`src/rtl/fsk_pkg.sv`:
```
package fsk_pkg;
  // Strobes from control to datapath, one cycle each
  typedef struct packed {
    logic keep;     // accepted frame at an interval boundary
    logic drop;     // accepted frame inside an interval
    logic restart;  // fresh interval and statistics
  } fskStrobe_t;
endpackage

```
`src/rtl/fsk_control.sv`:
```
module fsk_control
  import fsk_pkg::*;
(
  input  logic       clk,
  input  logic       rstN,
  input  logic       frameStart,
  input  logic       suspendReq,
  input  logic       restartReq,
  input  logic       allIntra,
  input  logic       phaseZero,
  output fskStrobe_t stb,
  output logic       encStrobe,
  output logic       isIntra,
  output logic       suspended
);
  logic suspendedQ;
  logic forceIntraQ;
  logic frameOk;

  // Frames coinciding with a host request are ignored
  assign frameOk     = frameStart & ~suspendReq & ~restartReq & ~suspendedQ;
  assign stb.keep    = frameOk & phaseZero;
  assign stb.drop    = frameOk & ~phaseZero;
  assign stb.restart = restartReq;

  always_ff @(posedge clk) begin
    if (!rstN) begin
      suspendedQ <= 1'b0;
    end else if (restartReq) begin
      suspendedQ <= 1'b0;
    end else if (suspendReq) begin
      suspendedQ <= 1'b1;
    end
  end

  always_ff @(posedge clk) begin
    if (!rstN) begin
      forceIntraQ <= 1'b1;
    end else if (restartReq) begin
      forceIntraQ <= 1'b1;
    end else if (stb.keep) begin
      forceIntraQ <= 1'b0;
    end
  end

  always_ff @(posedge clk) begin
    if (!rstN) begin
      encStrobe <= 1'b0;
      isIntra   <= 1'b0;
    end else begin
      encStrobe <= stb.keep;
      isIntra   <= stb.keep & (allIntra | forceIntraQ);
    end
  end

  assign suspended = suspendedQ;
endmodule

```
`src/rtl/fsk_datapath.sv`:
```
module fsk_datapath
  import fsk_pkg::*;
#(
  parameter int CNT_W         = 16,
  parameter int DIV0_SLOW     = 30,
  parameter int DIV0_SLOWEST  = 60,
  parameter int DIV1_SLOW     = 25,
  parameter int DIV1_SLOWEST  = 50
) (
  input  logic               clk,
  input  logic               rstN,
  input  fskStrobe_t         stb,
  input  logic               stdSel,
  input  logic [1:0]         rateSel,
  output logic               phaseZero,
  output logic [2*CNT_W-1:0] statusWord
);
  localparam int DIV_MAX = (DIV0_SLOWEST > DIV1_SLOWEST) ? DIV0_SLOWEST : DIV1_SLOWEST;
  localparam int PH_W    = $clog2(DIV_MAX + 1);
  localparam logic [CNT_W-1:0] CNT_MAX = '1;

  logic [PH_W-1:0]  phaseQ;
  logic [PH_W-1:0]  divSel;
  logic [CNT_W-1:0] passQ;
  logic [CNT_W-1:0] dropQ;

  // Divisor lookup, sampled only when a frame is kept
  always_comb begin
    unique case (rateSel)
      2'd0:    divSel = PH_W'(1);
      2'd1:    divSel = PH_W'(2);
      2'd2:    divSel = stdSel ? PH_W'(DIV1_SLOW)    : PH_W'(DIV0_SLOW);
      default: divSel = stdSel ? PH_W'(DIV1_SLOWEST) : PH_W'(DIV0_SLOWEST);
    endcase
  end

  always_ff @(posedge clk) begin
    if (!rstN || stb.restart) begin
      phaseQ <= '0;
    end else if (stb.keep) begin
      phaseQ <= divSel - PH_W'(1);
    end else if (stb.drop) begin
      phaseQ <= phaseQ - PH_W'(1);
    end
  end

  always_ff @(posedge clk) begin
    if (!rstN || stb.restart) begin
      passQ <= '0;
      dropQ <= '0;
    end else begin
      if (stb.keep && passQ != CNT_MAX) passQ <= passQ + CNT_W'(1);
      if (stb.drop && dropQ != CNT_MAX) dropQ <= dropQ + CNT_W'(1);
    end
  end

  assign phaseZero  = (phaseQ == '0);
  assign statusWord = {passQ, dropQ};
endmodule

```
`src/rtl/fsk_camwatch.sv`:
```
module fsk_camwatch #(
  parameter int TO_W = 24
) (
  input  logic            clk,
  input  logic            rstN,
  input  logic            frameStart,
  input  logic [TO_W-1:0] camTimeout,
  input  logic            camClear,
  output logic            camFault
);
  localparam logic [TO_W-1:0] IDLE_MAX = '1;

  logic [TO_W-1:0] idleQ;
  logic            expired;

  assign expired = (camTimeout != '0) && (idleQ >= camTimeout);

  always_ff @(posedge clk) begin
    if (!rstN || frameStart) begin
      idleQ <= '0;
    end else if (idleQ != IDLE_MAX) begin
      idleQ <= idleQ + TO_W'(1);
    end
  end

  always_ff @(posedge clk) begin
    if (!rstN || camClear) begin
      camFault <= 1'b0;
    end else if (expired) begin
      camFault <= 1'b1;
    end
  end
endmodule

```
`src/rtl/frame_skip_ctrl.sv`:
```
module frame_skip_ctrl
  import fsk_pkg::*;
#(
  parameter int CNT_W         = 16,
  parameter int TO_W          = 24,
  parameter int DIV0_SLOW     = 30,
  parameter int DIV0_SLOWEST  = 60,
  parameter int DIV1_SLOW     = 25,
  parameter int DIV1_SLOWEST  = 50
) (
  input  logic               clk,
  input  logic               rstN,
  input  logic               frameStart,
  input  logic               stdSel,
  input  logic [1:0]         rateSel,
  input  logic               allIntra,
  input  logic               suspendReq,
  input  logic               restartReq,
  input  logic [TO_W-1:0]    camTimeout,
  input  logic               camClear,
  output logic               encStrobe,
  output logic               isIntra,
  output logic               suspended,
  output logic               camFault,
  output logic [2*CNT_W-1:0] statusWord
);
  fskStrobe_t stb;
  logic       phaseZero;

  fsk_control u_control (
    .clk        (clk),
    .rstN       (rstN),
    .frameStart (frameStart),
    .suspendReq (suspendReq),
    .restartReq (restartReq),
    .allIntra   (allIntra),
    .phaseZero  (phaseZero),
    .stb        (stb),
    .encStrobe  (encStrobe),
    .isIntra    (isIntra),
    .suspended  (suspended)
  );

  fsk_datapath #(
    .CNT_W        (CNT_W),
    .DIV0_SLOW    (DIV0_SLOW),
    .DIV0_SLOWEST (DIV0_SLOWEST),
    .DIV1_SLOW    (DIV1_SLOW),
    .DIV1_SLOWEST (DIV1_SLOWEST)
  ) u_datapath (
    .clk        (clk),
    .rstN       (rstN),
    .stb        (stb),
    .stdSel     (stdSel),
    .rateSel    (rateSel),
    .phaseZero  (phaseZero),
    .statusWord (statusWord)
  );

  fsk_camwatch #(
    .TO_W (TO_W)
  ) u_camwatch (
    .clk        (clk),
    .rstN       (rstN),
    .frameStart (frameStart),
    .camTimeout (camTimeout),
    .camClear   (camClear),
    .camFault   (camFault)
  );
endmodule

```
`config.mk`:
```
export PLATFORM = sky130hd
export DESIGN_NAME = frame_skip_ctrl
export DESIGN_NICKNAME = d
export VERILOG_FILES = /design/src/rtl/fsk_pkg.sv /design/src/rtl/fsk_control.sv /design/src/rtl/fsk_datapath.sv /design/src/rtl/fsk_camwatch.sv /design/src/rtl/frame_skip_ctrl.sv
export SDC_FILE = /design/constraint.sdc
export NUM_CORES = 1
export LEC_CHECK = 0
export ABC_AREA = 1
export BUFFER_PORTS_ARGS = -buffer_cell sky130_fd_sc_hd__buf_2
export CAP_MARGIN = 15
export CORE_ASPECT_RATIO = 0.8
export CORE_MARGIN = 4
export CORE_UTILIZATION = 57
export CTS_CLUSTER_DIAMETER = 60
export DETAILED_ROUTE_END_ITERATION = 10
export PLACE_DENSITY = 0.85
export SYNTH_ARGS = -nofsm -noshare
export SYNTH_HDL_FRONTEND = slang
export SYNTH_SLANG_ARGS = --single-unit
```
`constraint.sdc`:
```
create_clock -name clk -period 2.95 [get_ports clk]
set_input_delay 0.59 -clock clk [delete_from_list [all_inputs] [get_ports clk]]
set_output_delay 0.59 -clock clk [all_outputs]
set_load 0.01 [all_outputs]
```
==> reports/results.md, run 1 <==
- **status** completed
- **Ant. Diodes** 0
- **overall power of the completed layout** 1.831 mW
- **adder-cell share of the synthesized area** 7.826%
- **dominant combinational cell family by area after synthesis** simple AND/OR/NAND/NOR gates
- **final critical path time including I/O delays and setup** 1.934 ns
- **gate family responsible for the most delay along the worst path** simple AND/OR/NAND/NOR gates
- **average wire per cell in the routed design** 12.83 microns
- **number of buffers inserted for hold repair after clock tree synthesis** 0
- **area share of the largest cell type after synthesis** 29.96%
- **Final Hold Fails** 0
- **complex-gate fraction of the synthesized area** 10.40%
- **netlist area before placement** 4477 sq um
- **Final Non-Filler Cells** 862
- **ratio of total power to cell area** 358.1 nW/um^2
- **flip-flop and latch count after synthesis** 67
- **chain of cells forming the critical path** ha_1, nand3_1, inv_1, nand4_2, nor2_4, inv_2, nand3_1, nand2_1, inv_1
- **cell area after placement** 4911 sq um
- **crit-path max FO** 10
- **antenna violations before repair** 0
- **synthesized area divided by synthesized cell count** 6.613 sq um
- **maximum clock insertion buffer count** 2
- **EDFF count, synth** 0
- **Worst Tran Pin Value** 0.5081 ns
- **share of post-route cells with drive strength above 1** 16.25%
- **Netlist cell types** 38
- **share of synthesized registers carrying an async set or reset** 0%
- **residual antenna-violating net count after detailed routing** 0
- **path category of the worst min-delay check** input pin to flip-flop
- **number of I/O pins** 70
- **Gate Count Post-Synth** 677
- **Layout Utilization** 67.87%
- **critical setup path kind** flip-flop to flip-flop
- **register-to-register path setup slack** 1.02 ns
- **Post-route DRC** 0
- **biggest area consumer among synthesized cells** dfxtp_1
- **die area** 9345 sq um
- **post-detailed-placement half-perimeter wirelength** 8.621 mm
- **GPL Wtd Cong** 0.9256
- **most frequently used cell type in the post-synthesis netlist** nand2_1
- **sequential element share of the synthesized area** 29.96%
- **accumulated negative setup slack** 0 ns
- **maximum number of pins on one net before global-route repair** 23
- **Worst Skew** 0.004681 ns
- **arrival time worst endpoint** 2.22 ns
- **Critical Path Sink Type** flip-flop
- **proportion of synthesized area in mux cells** 0%
- **number of pins exceeding their max-slew limit in the final report** 0
- **TritonCTS sink count** 67
- **overall fraction of global-route tracks in use** 24.27%
- **Core Rows** 28
- **first-pass detailed-route iteration total** 4
- **Final nets** 814
- **WP data required** 3.24 ns
- **Gates resized, CTS repair** 0
- **Cell Count Post-Placement** 846
- **fraction of the cycle the final worst path needs** 65.54%
- **floorplan die width** 107.1 microns
- **top flip-flop cell by instance count after synthesis** dfxtp_1
- **max cap viols** 0
- **total setup buffers inserted after CTS** 0
- **share of synthesized cell area in and, or, nand and nor gates** 34.68%
- **Max rail drop VDD** 314.4 uV
- **clock root buffer** clkbuf_8
- **H-tree lvl count** 3
- **clock tree from TritonCTS** built
- **Post-Synth XOR/XNOR Area** 5.869%
- **PortBufs** 69
- **FMAX** 0.5172 GHz
- **buffering stage count on the worst path with inverters included** 3
- **vertical die dimension** 87.27 microns
- **delay of the slowest critical-path stage** 0.46 ns
- **post-CTS clock slew at the launch and capture registers of the worst setup and hold paths** 0.07 ns
- **number of failing setup endpoints in the final timing report** 0
- **overflow left after global routing** 0
- **Via Count** 4488
- **CP Launch Type** flip-flop
- **vias in the first global route** 4132
- **commonest cells in the synthesized netlist** nand2_1, inv_1, nor2_1, dfxtp_1, a21oi_1
- **post-route standard cell area excluding fillers** 5112 sq um
- **standby leakage power** 2.431 nW
- **source-to-sink clock delay at the later pin of the worst-skew pair** 0.34 ns
- **Initial Utilization** 59.44%
- **cell with the largest stage delay on the worst path** dfxtp_1
- **setup repair after global routing missed its margin** false
- **area added between synthesis and finish** 14.20%
- **total wire length after detailed routing** 11.06 mm
- **area of the core** 7532 sq um
- **main area contributors after synthesis** dfxtp_1, nand2_1, inv_1, ha_1, nor2_1
- **worst rel slew slack** 66.00%
- **Post-Synthesis Net Count** 739
- **ratio of routed vias to standard cells** 5.206
- **number of buffers added by the clock tree synthesis step** 9
- **first-pass GRT wire length** 18.50 mm
- **number of DRC markers in iteration 0** 362
- **synth warn** 0
==> layout by cell type, fill, tap and decap left out, types with 3 or more instances in the layout <==
cell type and n:
xnor2_1 13, a31oi_1 3, nand4_2 3, nor2_4 3, nand3_1 43, xor2_1 17
inv_1 111, dfxtp_1 67, nor2_1 76, buf_2 69, nand4_1 16, clkbuf_8 10
buf_4 3, o21ai_0 25, ha_1 28, nor3_1 16, nand2_1 163, inv_2 6
a21oi_2 7, a21oi_1 44, nor3_2 5
==> report_power, final <==
group	total, mW	switching [mW]	internal [mW]
registers	0.916	0.00585	0.910
clock network	0.771	0.358	0.413
logic	0.144	0.0925	0.0518
==> layer usage <==
metal | up-vias | GRT usage [%] | wire length, microns
met5 | - | 0 | 0
met4 | 0 | 5.691 | 74
met3 | 9 | 5.486 | 765
met2 | 143 | 37.71 | 4889
met1 | 2028 | 34.39 | 5330
li1 | 2308 | - | -
==> final cells by class <==
class / instances / area [sq um]
flip-flops and latches: 67 / 1341
clock buffers: 10 / 137.6
clock inverters: 6 / 63.81
repair buffers: 72 / 367.9
fillers: 670 / 2420
multi-input cells: 485 / 2631
well taps: 105 / 131.4
inverters: 117 / 439.2
==> worst register-to-register path: stages (launching register included) <==
cell	delay [ns]
dfxtp_1	0.46
ha_1	0.27
nand3_1	0.12
inv_1	0.18
nand4_2	0.19
nor2_4	0.27
inv_2	0.16
nand3_1	0.11
nand2_1	0.05
inv_1	0.06
==> metrics by stage <==
stage          setup WS, ns  hold slack, ns
3_5_place_dp         0.7391          0.4422
6_report              1.016          0.4491
3_3_place_gp         0.8561          0.4405
4_1_cts               1.053          0.4349
2_1_floorplan         1.083          0.4195
5_1_grt              0.8615          0.4425
==> worst paths after layout <==
check | start | cells after the start | endpoint
worst max register to register | u_camwatch.idleQ[0] | 9 | u_camwatch.idleQ[19]
worst min-delay path | allIntra | 2 | u_control.isIntra
worst max-delay path | u_camwatch.idleQ[0] | 9 | u_camwatch.idleQ[19]
worst min register to register | u_camwatch.camFault | 2 | u_camwatch.camFault
==> state kept, by name (all words and copies together) (netlist names) <==
signal and count:
u_control.forceIntraQ 1, u_camwatch.idleQ 24, u_control.suspended 1, u_control.encStrobe 1, u_datapath.dropQ 16, u_datapath.phaseQ 6, u_camwatch.camFault 1, u_datapath.passQ 16
u_control.isIntra 1
==> logic make-up after synthesis <==
| logic type | after synthesis |
|---|---|
| AO/OA/AOI/OAI | 85 |
| buffers and inverters | 125 |
| XOR/XNOR | 30 |
| AND/OR/NAND/NOR | 342 |
| adder cells (fa/ha/maj) | 28 |
| flip-flops | 67 |
Note: power is estimated with default switching activity, not from simulation.
==> run 2, diff against run 1 <==
- CORE_UTILIZATION: 57 -> 52
- PLACE_DENSITY: 0.85 -> 0.82
- clock period: 2.95 -> 1.68 ns (I/O delays scaled with it)
==> run 2 against run 1 <==
  * Critical endpoint is now u_datapath.phaseQ[4]
  * Count of clock-buffer cells in the layout fell by 1
  * Cell area rose by 8.6%
  * Worst hold slack got worse by 0.22 ns
  * Register-to-register slack got worse by 0.95 ns
  * Setup slack got worse by 0.95 ns
  * Global-route usage fell by 1.5 points
  * Core utilization rose by 0.11 points
  * Wire length rose by 8.5%
==> reports/results.md, run 2 (same netlist as run 1, synthesis figures left out) <==
- **ratio of routed vias to standard cells** 5.218, +0.22%
- **total area of sequential cells** 1360 sq um, +1.4%
- **Critical Path Sink Type** flip-flop
- **antenna violations before repair** 0, unchanged
- **Final Hold Fails** 0, unchanged
- **clock root buffer** clkbuf_8
- **end of the worst register-to-register path** u_datapath.phaseQ[4]
- **cell with the largest stage delay on the worst path** dfxtp_4
- **fill count** 685, +2.2%
- **critical setup path kind** flip-flop to flip-flop
- **chain of cells forming the critical path** nor2_2, nand3_2, inv_1, nand2_1, nand2_1, nand2_1, ha_1, inv_1, nor2_2, nand2_1, o21ai_1, a21oi_1
- **Worst path depth** 12, +3
- **Max rail drop VDD** 420.5 uV, +34%
- **final critical path time including I/O delays and setup** 1.612 ns, -0.3218 ns
- **crit-path max FO** 4, -6
- **post-route standard cell area excluding fillers** 5550 sq um, +8.6%
- **status** completed
- **flip-flop count of the largest register after layout** 24, unchanged
- **commonest cells after routing, fill and taps aside** nand2_1, inv_1, nor2_1, buf_2, dfxtp_1
- **sequential share of power** 49.4%, -0.6 points
- **post-detailed-placement half-perimeter wirelength** 9.211 mm, +6.8%
- **FMAX** 0.6204 GHz, +20%
- **Worst Skew** 0.01336 ns, +0.008676 ns
- **CP Launch Type** flip-flop
- **buffering stage count on the worst path with inverters included** 2, -1
- **standby leakage power** 2.702 nW, +11%
- **Switching Fraction** 26.07%, +1.1 points
- **Gate power share** 9.0%, +1.1 points
- **area of the core** 8164 sq um, +8.4%
- **WP data required** 1.95 ns, -1.29 ns
- **Layout Utilization** 67.98%, +0.11 points
- **Final Worst Setup Slack** 0.06825 ns, -0.9482 ns
- **fraction of the cycle the final worst path needs** 95.94%, +30 points
- **source-to-sink clock delay at the later pin of the worst-skew pair** 0.34 ns, about the same
- **maximum number of pins on one net before global-route repair** 20, -13%
- **number of DRC markers in iteration 0** 365, +0.83%
- **P_int** 2.406 mW, +75%
- **GPL Wtd Cong** 0.9297, +0.44%
- **max cap viols** 0, unchanged
- **number of buffers inserted for hold repair after clock tree synthesis** 0, unchanged
- **vias in the first global route** 4322, +4.6%
- **H-tree lvl count** 3, unchanged
- **arrival time worst endpoint** 1.88 ns, -0.34 ns
- **overall fraction of global-route tracks in use** 22.82%, -1.5 points
- **ratio of total power to cell area** 586.3 nW/um^2, +64%
- **area added between synthesis and finish** 23.98%
- **most common cell after layout, fill and taps aside** nand2_1
- **TritonCTS sink count** 67, unchanged
- **gate family responsible for the most delay along the worst path** simple AND/OR/NAND/NOR gates
- **post-CTS clock slew at the launch and capture registers of the worst setup and hold paths** 0.07 ns, about the same
- **Ant. Diodes** 0, unchanged
- **number of buffers added by the clock tree synthesis step** 9, unchanged
- **worst hold path depth** 2, unchanged
- **smallest hold slack** 0.2252 ns, -0.2239 ns
- **floorplan die width** 111.7 microns, +4.3%
- **setup repair after global routing missed its margin** true
- **Via Count** 4738, +5.6%
- **cell repeated most along the worst path** nand2_1
- **register-to-register path setup slack** 0.07 ns, -0.95 ns
- **number of pins exceeding their max-slew limit in the final report** 0, unchanged
- **number of failing setup endpoints in the final timing report** 0, unchanged
- **path category of the worst min-delay check** input pin to flip-flop
- **cell area after placement** 5177 sq um, +5.4%
- **delay of the slowest critical-path stage** 0.36 ns, -0.10 ns
- **Post-Place Worst Slack** -0.09566 ns, -0.8348 ns
- **residual antenna-violating net count after detailed routing** 0, unchanged
- **endpoint of the worst hold path** u_control.isIntra
- **register name with the most flops** u_camwatch.idleQ
- **footprint of the multi-input gates** 2719 sq um, +3.3%
- **average wire per cell in the routed design** 13.21 microns, +3.0%
- **total wire length after detailed routing** 12.00 mm, +8.5%
- **number of I/O pins** 70, unchanged
- **Min-Delay Startpoint** allIntra
- **overall power of the completed layout** 3.254 mW, +78%
- **die area** 10170 sq um, +8.8%
- **Post-route DRC** 0, unchanged
- **maximum clock insertion buffer count** 2, unchanged
- **power spent charging and discharging nets** 0.8482 mW, +86%
- **depth of the most critical reg-to-reg path** 12, +3
- **Crit Reg-Reg Startpoint** u_datapath.phaseQ[2]
- **first-pass detailed-route iteration total** 5, +1
- **PortBufs** 69, unchanged
- **Initial Utilization** 54.84%, -4.6 points
- **share of post-route cells with drive strength above 1** 24.38%, +8.1 points
- **Final nets** 857, +5.3%
- **overflow left after global routing** 0, unchanged
- **first-pass GRT wire length** 19.64 mm, +6.2%
- **worst rel slew slack** 66.20%, +0.20 points
- **share of power burned in the clock network** 41.6%, -0.5 points
- **largest registers** u_camwatch.idleQ x24, u_datapath.dropQ x16, u_datapath.passQ x16
- **Worst Tran Pin Value** 0.5024 ns, -0.005713 ns
- **vertical die dimension** 90.99 microns, +4.3%
- **clock tree from TritonCTS** built
- **Core Rows** 29, +3.6%
[run 2: cell count changes in the layout (fill, tap and decap cells not counted), moves of 3 or more]
| cell | before | now |
|---|---|---|
| buf_4 | 3 | 45 |
| dfxtp_1 | 67 | 54 |
| dfxtp_2 | 0 | 12 |
| nand2_1 | 163 | 159 |
| nand2_2 | 2 | 6 |
| nor2_1 | 76 | 73 |
| nor3_1 | 16 | 12 |
| o21ai_0 | 25 | 21 |
| o21ai_1 | 2 | 6 |
[run 2: power groups by stage]
stage	Clock (mW)	Combinational [mW]	Sequential, mW
floorplan	0	0.159	1.64
global placement	0	0.255	1.64
detailed placement	0	0.268	1.64
CTS	1.37	0.271	1.61
global route	1.46	0.327	1.61
finish	1.35	0.293	1.61
[run 2: through the flow]
| stage | cells | setup TNS, ns |
|---|---|---|
| finish | 908 | 0 |
| global route | 908 | -0.1255 |
| CTS | 901 | 0 |
| detailed placement | 884 | -0.1515 |
| global placement | 884 | -0.03068 |
| floorplan | 677 | 0 |
[run 2: worst reg2reg max path: cells and delay by family, from the launching register on]
family                     cells  cell delay, ns
buffers and inverters          2            0.20
AOI/OAI and AO/OA              2            0.17
DFF                            1            0.36
and+or+nand+nor                7            0.61
adders and majority gates      1            0.19
[run 2: what timing repair did]
action	in CTS	in global routing
pin swaps	2	13
setup endpoints to repair	3	39
buffers inserted	1	7
gates resized for setup	2	40
[run 2: layout make-up]
type	instances	share of cell area (%)
clock buffers	9	2.232
clock inverters	7	1.375
inverters	117	7.958
multi-input cells	485	48.99
flip-flops and latches	67	24.50
well taps	108	2.435
repair buffers	115	12.51
[run 2: metal layers]
metal  share of wire [%]  GRT usage (%)  up-vias
met4                 1.1          5.066        0
met5                   0              0        -
met3                 6.6          5.449       20
met2                  46          35.93      150
met1                  47          31.89     2167
li1                    -              -     2401
[run 2: worst max-delay path by stage]
stage                                     from              endpoint  slack, ns
after detailed placement            suspendReq  u_datapath.phaseQ[4]       -0.1
after floorplan            u_control.suspended  u_datapath.phaseQ[4]       0.04
final                     u_datapath.phaseQ[2]  u_datapath.phaseQ[4]       0.07
after global routing      u_datapath.phaseQ[2]  u_datapath.phaseQ[4]      -0.05
after CTS                  u_camwatch.idleQ[1]  u_camwatch.idleQ[10]       0.01
after global placement              suspendReq  u_datapath.phaseQ[4]      -0.03
==> run 3, diff against run 2 <==
--- a/constraint.sdc
+++ b/constraint.sdc
@@ -3,2 +3,2 @@
 set_output_delay 0.336 -clock clk [all_outputs]
-set_load 0.01 [all_outputs]
+set_load 0.05 [all_outputs]
==> run 3 against run 2 <==
  * Combinational power rose by 9.6%
  * Maximum frequency fell by 3.1%
  * Core utilization barely moved
  * Count of clock-buffer cells in the layout rose by 1
  * Sequential power barely moved
  * Via count fell by 0.68%
  * Die area did not move
  * Sequential cell count did not move
  * Global-route usage rose by 0.13 points
  * Clock power rose by 13%
  * Wire length rose by 1.8%
  * Final cell count fell by 1.2%
  * Highest routed layer unchanged
==> reports/results.md, run 3 (same netlist as run 1, synthesis figures left out) <==
- **first-pass GRT wire length** 19.58 mm, -0.32%
- **power spent charging and discharging nets** 0.8638 mW, +1.8%
- **arrival time worst endpoint** 1.91 ns, +0.03 ns
- **maximum clock insertion buffer count** 2, unchanged
- **Worst Skew** 0.008353 ns, -0.005004 ns
- **cell with the largest stage delay on the worst path** dfxtp_1
- **Layout Utilization** 67.95%, about the same
- **share of post-route cells with drive strength above 1** 26.24%, +1.9 points
- **ratio of total power to cell area** 623.8 nW/um^2, +6.4%
- **number of pins exceeding their max-slew limit in the final report** 0, unchanged
- **post-route standard cell area excluding fillers** 5548 sq um, about the same
- **Final nets** 846, -1.3%
- **antenna violations before repair** 0, unchanged
- **number of buffers inserted for hold repair after clock tree synthesis** 0, unchanged
- **number of buffers added by the clock tree synthesis step** 9, unchanged
- **flip-flop count of the largest register after layout** 24, unchanged
- **status** completed
- **Post-route DRC** 0, unchanged
- **Worst Tran Pin Value** 0.5748 ns, +0.07246 ns
- **post-CTS clock slew at the launch and capture registers of the worst setup and hold paths** 0.08 ns, about the same
- **first-pass detailed-route iteration total** 4, -1
- **Gate power share** 9.3%, +0.3 points
- **sequential share of power** 46.4%, -3.0 points
- **number of failing setup endpoints in the final timing report** 0, unchanged
- **register name with the most flops** u_camwatch.idleQ
- **number of I/O pins** 70, unchanged
- **cell repeated most along the worst path** nand2_2
- **post-detailed-placement half-perimeter wirelength** 9.305 mm, +1.0%
- **Via Count** 4706, -0.68%
- **setup repair after global routing missed its margin** true
- **share of power burned in the clock network** 44.3%, +2.7 points
- **Final Hold Fails** 0, unchanged
- **ratio of routed vias to standard cells** 5.246, +0.54%
- **chain of cells forming the critical path** nor2_1, nand3_2, nor2_4, nand2_2, nand2_2, ha_2, inv_1, nor2_2, nand2_1, o21ai_1, a21oi_1
- **crit-path max FO** 5, +1
- **vertical die dimension** 90.99 microns, unchanged
- **H-tree lvl count** 3, unchanged
- **overflow left after global routing** 0, unchanged
- **total wire length after detailed routing** 12.21 mm, +1.8%
- **TritonCTS sink count** 67, unchanged
- **area added between synthesis and finish** 23.92%, about the same
- **number of DRC markers in iteration 0** 365, unchanged
- **Ant. Diodes** 0, unchanged
- **fill count** 694, +1.3%
- **overall power of the completed layout** 3.461 mW, +6.3%
- **vias in the first global route** 4318, -0.093%
- **average wire per cell in the routed design** 13.61 microns, +3.0%
- **commonest cells after routing, fill and taps aside** nand2_1, inv_1, nor2_1, buf_2, a21oi_1
- **Initial Utilization** 54.84%, unchanged
- **floorplan die width** 111.7 microns, unchanged
- **cell area after placement** 5175 sq um, about the same
- **critical setup path kind** flip-flop to flip-flop
- **delay of the slowest critical-path stage** 0.33 ns, -0.03 ns
- **largest registers** u_camwatch.idleQ x24, u_datapath.dropQ x16, u_datapath.passQ x16
- **path category of the worst min-delay check** input pin to flip-flop
- **die area** 10170 sq um, unchanged
- **Max rail drop VDD** 472.3 uV, +12%
- **maximum number of pins on one net before global-route repair** 20, unchanged
- **max cap viols** 0, unchanged
- **source-to-sink clock delay at the later pin of the worst-skew pair** 0.35 ns, about the same
- **Critical Path Sink Type** flip-flop
- **final critical path time including I/O delays and setup** 1.663 ns, +0.05161 ns
- **Core Rows** 29, unchanged
- **clock root buffer** clkbuf_8
- **WP data required** 1.93 ns, -0.02 ns
- **Switching Fraction** 24.96%, -1.1 points
- **residual antenna-violating net count after detailed routing** 0, unchanged
- **area of the core** 8164 sq um, unchanged
- **standby leakage power** 2.655 nW, -1.7%
- **start point of the critical path** u_datapath.phaseQ[5]
- **fraction of the cycle the final worst path needs** 99.01%, +3.1 points
- **clock tree from TritonCTS** built
- **most common cell after layout, fill and taps aside** nand2_1
- **FMAX** 0.6012 GHz, -3.1%
- **CP Launch Type** flip-flop
- **worst rel slew slack** 61.32%, -4.9 points
- **PortBufs** 69, unchanged
- **P_int** 2.597 mW, +7.9%
- **Min-Delay Startpoint** allIntra
- **Crit Reg-Reg Startpoint** u_datapath.phaseQ[5]
- **GPL Wtd Cong** 0.9423, +1.4%
- **overall fraction of global-route tracks in use** 22.95%, +0.13 points
==> run 3: changes by cell type in the layout (fill, tap and decap cells not counted), sizes merged <==
| cell | delta |
|---|---|
| buf | -11 |
| bufinv | +1 |
| clkbuf | +1 |
| clkinvlp | -2 |
==> run 3: area by class of cell <==
cell class	instances	area, sq um	area share, %
tap	108	135.1	2.436
clock inverter	6	87.58	1.579
sequential	67	1385	24.97
multi-input combinational	485	2733	49.26
clock buffer	10	137.6	2.481
timing repair buffer	104	628.1	11.32
inverter	117	441.7	7.961
==> run 3: final timing paths <==
check / end / slack (ns) / cells past startpoint
min: u_control.isIntra / 0.18 / 2
min reg2reg: u_control.forceIntraQ / 0.47 / 2
max reg2reg: u_datapath.phaseQ[4] / 0.02 / 11
max: u_datapath.phaseQ[4] / 0.02 / 11
==> run 3: power groups by stage <==
stage / Sequential, mW / Combinational (mW) / Clock, mW
final: 1.61 / 0.321 / 1.53
after global routing: 1.61 / 0.356 / 1.62
after CTS: 1.60 / 0.289 / 1.57
after detailed placement: 1.64 / 0.284 / 0
after global placement: 1.64 / 0.271 / 0
after floorplan: 1.65 / 0.159 / 0
==> run 3: worst max-delay path: cells and delay by family, from the launching register on <==
kind | cells | cell delay (ns)
flops | 1 | 0.33
compound gates | 2 | 0.24
fa+ha+maj | 1 | 0.16
simple gates | 7 | 0.78
buf+inv | 1 | 0.05
==> run 3: stage by stage <==
| stage | hold slack, ns | TNS, ns | setup WS, ns | instances |
|---|---|---|---|---|
| detailed placement | 0.4602 | -0.06326 | -0.06326 | 875 |
| finish | 0.1837 | 0 | 0.01664 | 897 |
| global route | 0.1729 | -0.4229 | -0.1024 | 897 |
| CTS | 0.1754 | 0 | 0.02324 | 891 |
| global placement | 0.4360 | 0 | 0.03180 | 875 |
| floorplan | 0.4195 | 0 | 0.01552 | 677 |
==> run 3: per-layer routing <==
layer  track usage [%]  wire length, microns  vias up
met3             5.714                   811       19
li1                  -                     -     2366
met4             4.863                    88        0
met5                 0                     0        -
met2             36.68                  5740      155
met1             31.59                  5568     2166
==> run 3: what timing repair did <==
action                     in CTS  in global routing
buffers inserted                0                  6
setup endpoints to repair       1                 37
gates resized for setup         2                 36
pin swaps                       0                 10
